--- config.mk ---
export PLATFORM = sky130hd
export DESIGN_NAME = uart_int_ident
export DESIGN_NICKNAME = d
export VERILOG_FILES = /design/src/rtl/uart_iid_pkg.sv /design/src/rtl/uart_iid_pend.sv /design/src/rtl/uart_iid_prio.sv /design/src/rtl/uart_iid_encode.sv /design/src/rtl/uart_int_ident.sv
export SDC_FILE = /design/constraint.sdc
export NUM_CORES = 1
export LEC_CHECK = 0
export ABC_CLOCK_PERIOD_IN_PS = 3000
export BUFFER_PORTS_ARGS = -buffer_cell sky130_fd_sc_hd__buf_2
export CORE_AREA = 2 2 39 41
export DETAILED_ROUTE_END_ITERATION = 10
export DIE_AREA = 0 0 41 43
export GPL_TIMING_DRIVEN = 0
export PLACE_DENSITY_LB_ADDON = 0.08
export SLEW_MARGIN = 20
export SYNTH_ARGS = -nofsm -noshare
export SYNTH_HDL_FRONTEND = slang
export SYNTH_SLANG_ARGS = --single-unit
--- constraint.sdc ---
create_clock -name clk -period 3 [get_ports clk]
set_clock_uncertainty 0.1 [all_clocks]
set_input_delay 0.6 -clock clk [delete_from_list [all_inputs] [get_ports clk]]
set_output_delay 0.6 -clock clk [all_outputs]
set_load 0.1 [all_outputs]
--- src/rtl/uart_iid_pkg.sv ---
package uart_iid_pkg;

   localparam int N_SRC = 5;
   localparam int EN_W  = 4;
   localparam int ID_W  = 8;

   typedef enum logic [2:0] {
      SRC_LINE = 3'd0,
      SRC_RXD  = 3'd1,
      SRC_TOUT = 3'd2,
      SRC_TXE  = 3'd3,
      SRC_MDM  = 3'd4
   } src_e;

   // Cause code placed in identification bits 3..0 for a given source.
   function automatic logic [3:0] cause_code(input int idx, input bit tout_own);
      case (idx)
         0:       cause_code = 4'b0110;
         1:       cause_code = 4'b0100;
         2:       cause_code = tout_own ? 4'b1100 : 4'b0100;
         3:       cause_code = 4'b0010;
         default: cause_code = 4'b0000;
      endcase
   endfunction

endpackage

--- src/rtl/uart_iid_pend.sv ---
module uart_iid_pend #(
   parameter int N = 5
) (
   input  logic         clk,
   input  logic         rst_n,
   input  logic [N-1:0] set_i,
   input  logic [N-1:0] clr_i,
   output logic [N-1:0] pend_o
);

   for (genvar g = 0; g < N; g++) begin : g_flag
      always_ff @(posedge clk or negedge rst_n) begin
         if (!rst_n)        pend_o[g] <= 1'b0;
         else if (set_i[g]) pend_o[g] <= 1'b1;
         else if (clr_i[g]) pend_o[g] <= 1'b0;
      end

      p_set_wins_r9: assert property (@(posedge clk) disable iff (!rst_n)
         set_i[g] |=> pend_o[g]);

      p_ack_clears_r6: assert property (@(posedge clk) disable iff (!rst_n)
         (clr_i[g] && !set_i[g]) |=> !pend_o[g]);
   end

endmodule

--- src/rtl/uart_iid_prio.sv ---
module uart_iid_prio #(
   parameter int N = 5
) (
   input  logic [N-1:0] req_i,
   output logic [N-1:0] grant_o,
   output logic         any_o
);

   for (genvar g = 0; g < N; g++) begin : g_chain
      if (g == 0) begin : g_top
         assign grant_o[g] = req_i[g];
      end else begin : g_low
         assign grant_o[g] = req_i[g] & ~(|req_i[g-1:0]);
      end
   end

   assign any_o = |req_i;

   always_comb begin
      p_one_grant_r3: assert ($onehot0(grant_o));
      p_grant_req_r5: assert ((grant_o & ~req_i) == '0);
   end

endmodule

--- src/rtl/uart_iid_encode.sv ---
module uart_iid_encode
   import uart_iid_pkg::*;
#(
   parameter int N        = 5,
   parameter bit TOUT_OWN = 1'b1
) (
   input  logic [N-1:0] grant_i,
   input  logic         any_i,
   input  logic         fifo_en_i,
   output logic [7:0]   id_o
);

   logic [3:0] cause;

   always_comb begin
      cause = '0;
      for (int k = 0; k < N; k++) begin
         if (grant_i[k]) cause |= cause_code(k, TOUT_OWN);
      end
   end

   assign id_o = {{2{fifo_en_i}}, 2'b00, cause[3:1], ~any_i};

endmodule

--- src/rtl/uart_int_ident.sv ---
module uart_int_ident
   import uart_iid_pkg::*;
#(
   parameter int N_SRCS  = N_SRC,
   parameter int EN_BITS = EN_W,
   parameter bit TOUT_ID = 1'b1
) (
   input  logic               clk,
   input  logic               rst_n,
   input  logic [N_SRCS-1:0]  src_evt_i,
   input  logic [N_SRCS-1:0]  src_ack_i,
   input  logic [EN_BITS-1:0] en_i,
   input  logic               fifo_en_i,
   input  logic               id_rd_i,
   output logic [7:0]         id_o,
   output logic               irq_o
);

   if (N_SRCS != 5)  begin : g_bad_n  $error("uart_int_ident: N_SRCS must be 5");  end
   if (EN_BITS != 4) begin : g_bad_en $error("uart_int_ident: EN_BITS must be 4"); end

   logic [N_SRCS-1:0] en_map, set_v, clr_v, pend, vis, grant;
   logic              any;

   // Timeout shares the received-data enable bit.
   assign en_map = {en_i[3], en_i[2], en_i[1], en_i[1], en_i[0]};
   assign set_v  = src_evt_i & en_map;

   always_comb begin
      clr_v = src_ack_i;
      clr_v[SRC_TXE] = src_ack_i[SRC_TXE] | (id_rd_i & grant[SRC_TXE]);
   end

   uart_iid_pend #(.N(N_SRCS)) u_pend (
      .clk(clk), .rst_n(rst_n), .set_i(set_v), .clr_i(clr_v), .pend_o(pend)
   );

   assign vis = pend & en_map;

   uart_iid_prio #(.N(N_SRCS)) u_prio (
      .req_i(vis), .grant_o(grant), .any_o(any)
   );

   uart_iid_encode #(.N(N_SRCS), .TOUT_OWN(TOUT_ID)) u_enc (
      .grant_i(grant), .any_i(any), .fifo_en_i(fifo_en_i), .id_o(id_o)
   );

   assign irq_o = ~id_o[0];

   p_idle_code_r2: assert property (@(posedge clk) disable iff (!rst_n)
      id_o[0] |-> (id_o[3:1] == 3'b000));

   p_bit3_tout_r4: assert property (@(posedge clk) disable iff (!rst_n)
      id_o[3] |-> grant[SRC_TOUT]);

   p_masked_evt_r5: assert property (@(posedge clk) disable iff (!rst_n)
      (src_evt_i[SRC_MDM] && !en_i[3] && !pend[SRC_MDM]) |=> !pend[SRC_MDM]);

   p_txe_keep_r7: assert property (@(posedge clk) disable iff (!rst_n)
      (pend[SRC_TXE] && !grant[SRC_TXE] && !src_ack_i[SRC_TXE]) |=> pend[SRC_TXE]);

endmodule

Yosys cells after proc, flatten, opt, wreduce, memory -nomap -nowiden
Cells that the tools add are included. Widths: inputs -> output; s select.

Mux-type cells: 19. Bitwise logic cells: 17. Reductions and logical operators: 9.

Operator list (count): $mux 4 (8); $or 4x4->4 (4); $and 5x5->5 (2); $mux 1 (10); $reduce_bool 2->1 (5); $and 1x1->1 (5); $not 1->1 (5); $reduce_or 5->1 (1); $reduce_or 4->1 (1); $mux 3 (1); $reduce_or 3->1 (1); $reduce_or 2->1 (1); $or 1x1->1 (1).

Bits in registers: 5. Input port bits: 18. Output and inout port bits: 9. Word-level logic and storage cells: 50.

Longest topological paths before layout
Word-level depth: 12. Depth in mapped cells: 3. Gate-level depth less buffers: 3.

Cells and area by module
A second synthesis with hierarchy kept.

Cell total of the unflattened synthesis: 43. Area total of the unflattened synthesis: 367.9 um2.

Modules (own cells, without submodules): uart_iid_pend (instances 1, cells an instance 15, area each 181.4 um2, sequential area each 125.1 um2); uart_int_ident (instances 1, cells an instance 12, area each 73.8 um2, sequential area each 0.0 um2); uart_iid_encode (instances 1, cells an instance 9, area each 57.6 um2, sequential area each 0.0 um2); uart_iid_prio (instances 1, cells an instance 7, area each 55.1 um2, sequential area each 0.0 um2).

Worst setup path before layout
Ideal clock, no wire load.

Path type: input-to-output. Start: input port en_i[0]. End: output port id_o[1]. Arrival: 3.635 ns. Data required time: 2.300 ns. Slack: -1.335 ns. Stages on the path: 3. Path buffers: 0. Cell sequence: nand2_1 > nand2_1 > o21ai_0.

Word-level cells in the longest chain between the ends: 10.

Ends and longest elaborated chain: start, declared (line uart_int_ident.sv:12) `input logic [EN_BITS-1:0] en_i,`; $and 5x5->5 * (line uart_int_ident.sv:38) `assign vis = pend & en_map;`; $mux 3 / $not 1->1 (equally long branches) (line uart_iid_encode.sv:18, uart_iid_prio.sv:13); $or 4x4->4 / $and 1x1->1 (equally long branches) (line uart_iid_encode.sv:18, uart_iid_prio.sv:13); $mux 4 (line uart_iid_encode.sv:18) `if (grant_i[k]) cause |= cause_code(k, TOUT_OWN);`; $or 4x4->4 (line uart_iid_encode.sv:18); $mux 4 (line uart_iid_encode.sv:18); $or 4x4->4 (line uart_iid_encode.sv:18); $mux 4 (line uart_iid_encode.sv:18); $or 4x4->4 (line uart_iid_encode.sv:18); $mux 4 * (line uart_iid_encode.sv:18); end, declared (line uart_int_ident.sv:15) `output logic [7:0] id_o,`.

Mark *: on every way between the ends. The rest lies on a longest branch, timed or not.

Worst setup path after layout
Start: register u_pend.pend_o[1]. End: output port id_o[0].

Word-level cells in the longest chain between the ends: 3.

Ends and longest elaborated chain: start, declared (line uart_iid_pend.sv:8) `output logic [N-1:0] pend_o`; start signal, assigned by index (line uart_iid_pend.sv:13) `if (!rst_n) pend_o[g] <= 1'b0;`; start signal, assigned by index (line uart_iid_pend.sv:14) `else if (set_i[g]) pend_o[g] <= 1'b1;`; start signal, assigned by index (line uart_iid_pend.sv:15) `else if (clr_i[g]) pend_o[g] <= 1'b0;`; $and 5x5->5 (line uart_int_ident.sv:38); $reduce_or 5->1 (line uart_iid_prio.sv:17) `assign any_o = |req_i;`; $not 1->1 (line uart_iid_encode.sv:22) `assign id_o = {{2{fifo_en_i}}, 2'b00, cause[3:1], ~any_i};`.

Every way passes these cells.

==> key figures <==
Status
  – Status: completed

Clock network
  – Number of setup buffers added after CTS: 0
  – Later-pin clock latency in the skew report: 0.24 ns
  – H-tree depth: 1
  – CTS Buf Count: 3
  – Clock root buffer: clkbuf_4
  – # clock sinks: 5
  – Post-CTS sizing: 0
  – CTS tree: done
  – Post-CTS Hold Fix Bufs: 0
  – Worst-path clk slew: 0.04 ns
  – Max Buffers Root-to-Sink: 2

GRT
  – Global-route wire length before repair: 1.035 mm
  – Vias in the first global route: 258
  – Met2 Use GR: 12.81%
  – GRT Total Usage: 9.183%
  – Global route total overflow: 0
  – Initial antenna violation count: 0
  – Busiest grt layer: met2
  – Largest net degree at the start of global routing: 6
  – Routing usage on met3: 3.141%
  – Met1 GRT Util: 10.46%

Pwr
  – Pwr Density: 583.3 nW/um^2
  – Leakage: 0.0002606 uW
  – Worst VDD drop: 0.0001814 V
  – Power, Total: 277.3 uW

Critical path
  – WS Path Type: flip-flop to output pin
  – WP buf/inv: 2
  – CP arrival: 1.51 ns
  – Worst Setup End Kind: output pin
  – Top cell family by delay on the critical path: buffers and inverters
  – Worst path cell trace: o21ai_4 -> nand4_1 -> clkinvlp_4 -> buf_2
  – Critical path startpoint: u_pend.pend_o[1]$_DFFE_PN0P_
  – Req. time, crit path: 2.30 ns
  – Crit-path max cell delay: 0.41 ns
  – CP startpoint kind: flip-flop
  – FF-to-FF Start: u_pend.pend_o[1]$_DFFE_PN0P_
  – Crit path max fanout: 3
  – Slowest stage cell, crit path: dfrtp_1

Drt
  – Final ANT Viol Nets: 0
  – Drt first pass iters: 2
  – Routed wire length: 629 um
  – Via-per-instance ratio: 3.924
  – Vias: 310
  – Iter 0 DRT Violations: 3
  – Remaining DRCs: 0
  – WL/cell: 7.962 um

Die
  – FP Rows: 14
  – Core region area: 1384 um^2
  – Die Ht: 43 um
  – Ports: 27
  – Starting Density: 19.98%
  – DIE WIDTH: 41 um
  – Die area: 1763 um^2

Finish
  – Post-layout nets: 82
  – Max FFs per register: 5
  – Syn-to-layout area delta: 71.95%
  – Design Area, Final: 475.5 um^2
  – Commonest non-fill, non-tap cell in the layout: buf_2
  – Diode count: 0
  – Share of layout cells above drive strength 1: 55.56%
  – Most frequent cells in the layout: buf_2 (23), nand2_1 (6), inv_1 (5), dfrtp_1 (5)
  – Fillers: 143
  – Biggest register: u_pend.pend_o
  – Largest registers: u_pend.pend_o: 5 flops

Timing
  – Slew Limit Fails: 0
  – Hold Violations, Final: 0
  – Highest clock rate: 453.1 MHz
  – Final Setup Violations: 0
  – Tcrit/Tclk final: 73.56%
  – RSZ-0062 raised after global routing: false
  – Min Tclk post-route: 2.207 ns

Synth
  – Syn_area_per_cell: 7.900 um^2
  – Sequential share of the synthesized area: 45.25%
  – Largest area contributor in the netlist: dfrtp_1
  – Number of synthesized register bits: 5
  – Synthesized cell area: 276.5 um^2
  – Synth area leaders: dfrtp_1 (45%), buf_4 (11%), nand2_1 (11%), o21ai_0 (9.0%), inv_1 (8.1%)
  – Distinct cells, synth: 11
  – Synth Instances: 35
  – Yosys warnings: 0
  – Post-synth top area share: 45.25%

Place
  – Port Buf Inserts: 23
  – Dpl cell area: 449.2 um^2
  – Final HPWL DP: 563.9 um
  – Global placer's final weighted congestion: 0.5839

Job
  – Max-Cap Viols: 0

Hold path
  – Class of the worst hold path: input pin to async pin
-- report_power, final --
group	total, uW	switching [uW]	leakage [uW]	internal [uW]
Combinational	120	94.5	0.000185	25.6
Clock	77.0	26.7	0.0000150	50.2
Sequential	80.3	6.49	0.0000609	73.8
Total	277	128	0.000261	150
-- worst reg2reg max path, delay by kind of cell (launching register included) --
kind	cells	cell delay [ns]
simple gates	1	0.11
compound gates	2	0.44
flops	1	0.41
-- synth_stat cells, drive strengths merged --
master and number:
nand2 8, inv 6, o21ai 6, dfrtp 5, buf 4, nand4 2
a32o 1, conb 1, nand3 1, nor2 1
-- routing by layer --
layer	routed length (um)	vias up
li1	-	163
met4	0	0
met2	251	20
met3	100	0
met1	277	127
met5	0	-
-- path summary, 6_finish.rpt --
kind	end	slack, ns	depth (start not counted)
max	id_o[0]	0.79	4
min	u_pend.pend_o[0]$_DFFE_PN0P_	0.07	1
max reg2reg	u_pend.pend_o[3]$_DFFE_PN0P_	1.84	3
min reg2reg	u_pend.pend_o[4]$_DFFE_PN0P_	0.44	2
max in group asynchronous	u_pend.pend_o[4]$_DFFE_PN0P_	2.60	1
min in group clk	u_pend.pend_o[1]$_DFFE_PN0P_	0.44	2
-- cells by family (layout without fill, tap and decap cells) --
logic type             count (synthesis)  in the layout  share of synthesized area (%)
and+or+nand+nor                       12             12                          18.55
buffers and inverters                 10             37                          19.00
AOI/OAI and AO/OA                      7              7                          15.84
DFF                                    5              5                          45.25
other                                  1              2                          1.356
-- metrics by stage --
step                      setup slack (ns)  hold WS, ns  std cells  TNS (ns)  util [%]
final                               0.7931      0.06941         79         0     34.36
after global routing                0.6773      0.06949         79         0     34.36
after CTS                           0.7682      0.06577         79         0     34.36
after detailed placement            0.8087       0.3268         75         0     32.46
after global placement              0.8153       0.3252         75         0     32.46
after floorplan                    -0.2629       0.2044         36   -0.2867         -
-- layout make-up --
| cell class | instances | area (um^2) | area share [%] |
|---|---|---|---|
| flip-flops and latches | 5 | 125.1 | 26.32 |
| inverters | 6 | 26.28 | 5.526 |
| plain buffers | 4 | 30.03 | 6.316 |
| multi-input cells | 21 | 132.6 | 27.89 |
| repair buffers | 23 | 115.1 | 24.21 |
| clock buffers | 4 | 26.28 | 5.526 |
| well taps | 16 | 20.02 | 4.211 |
(Power assumes the default switching activity.)
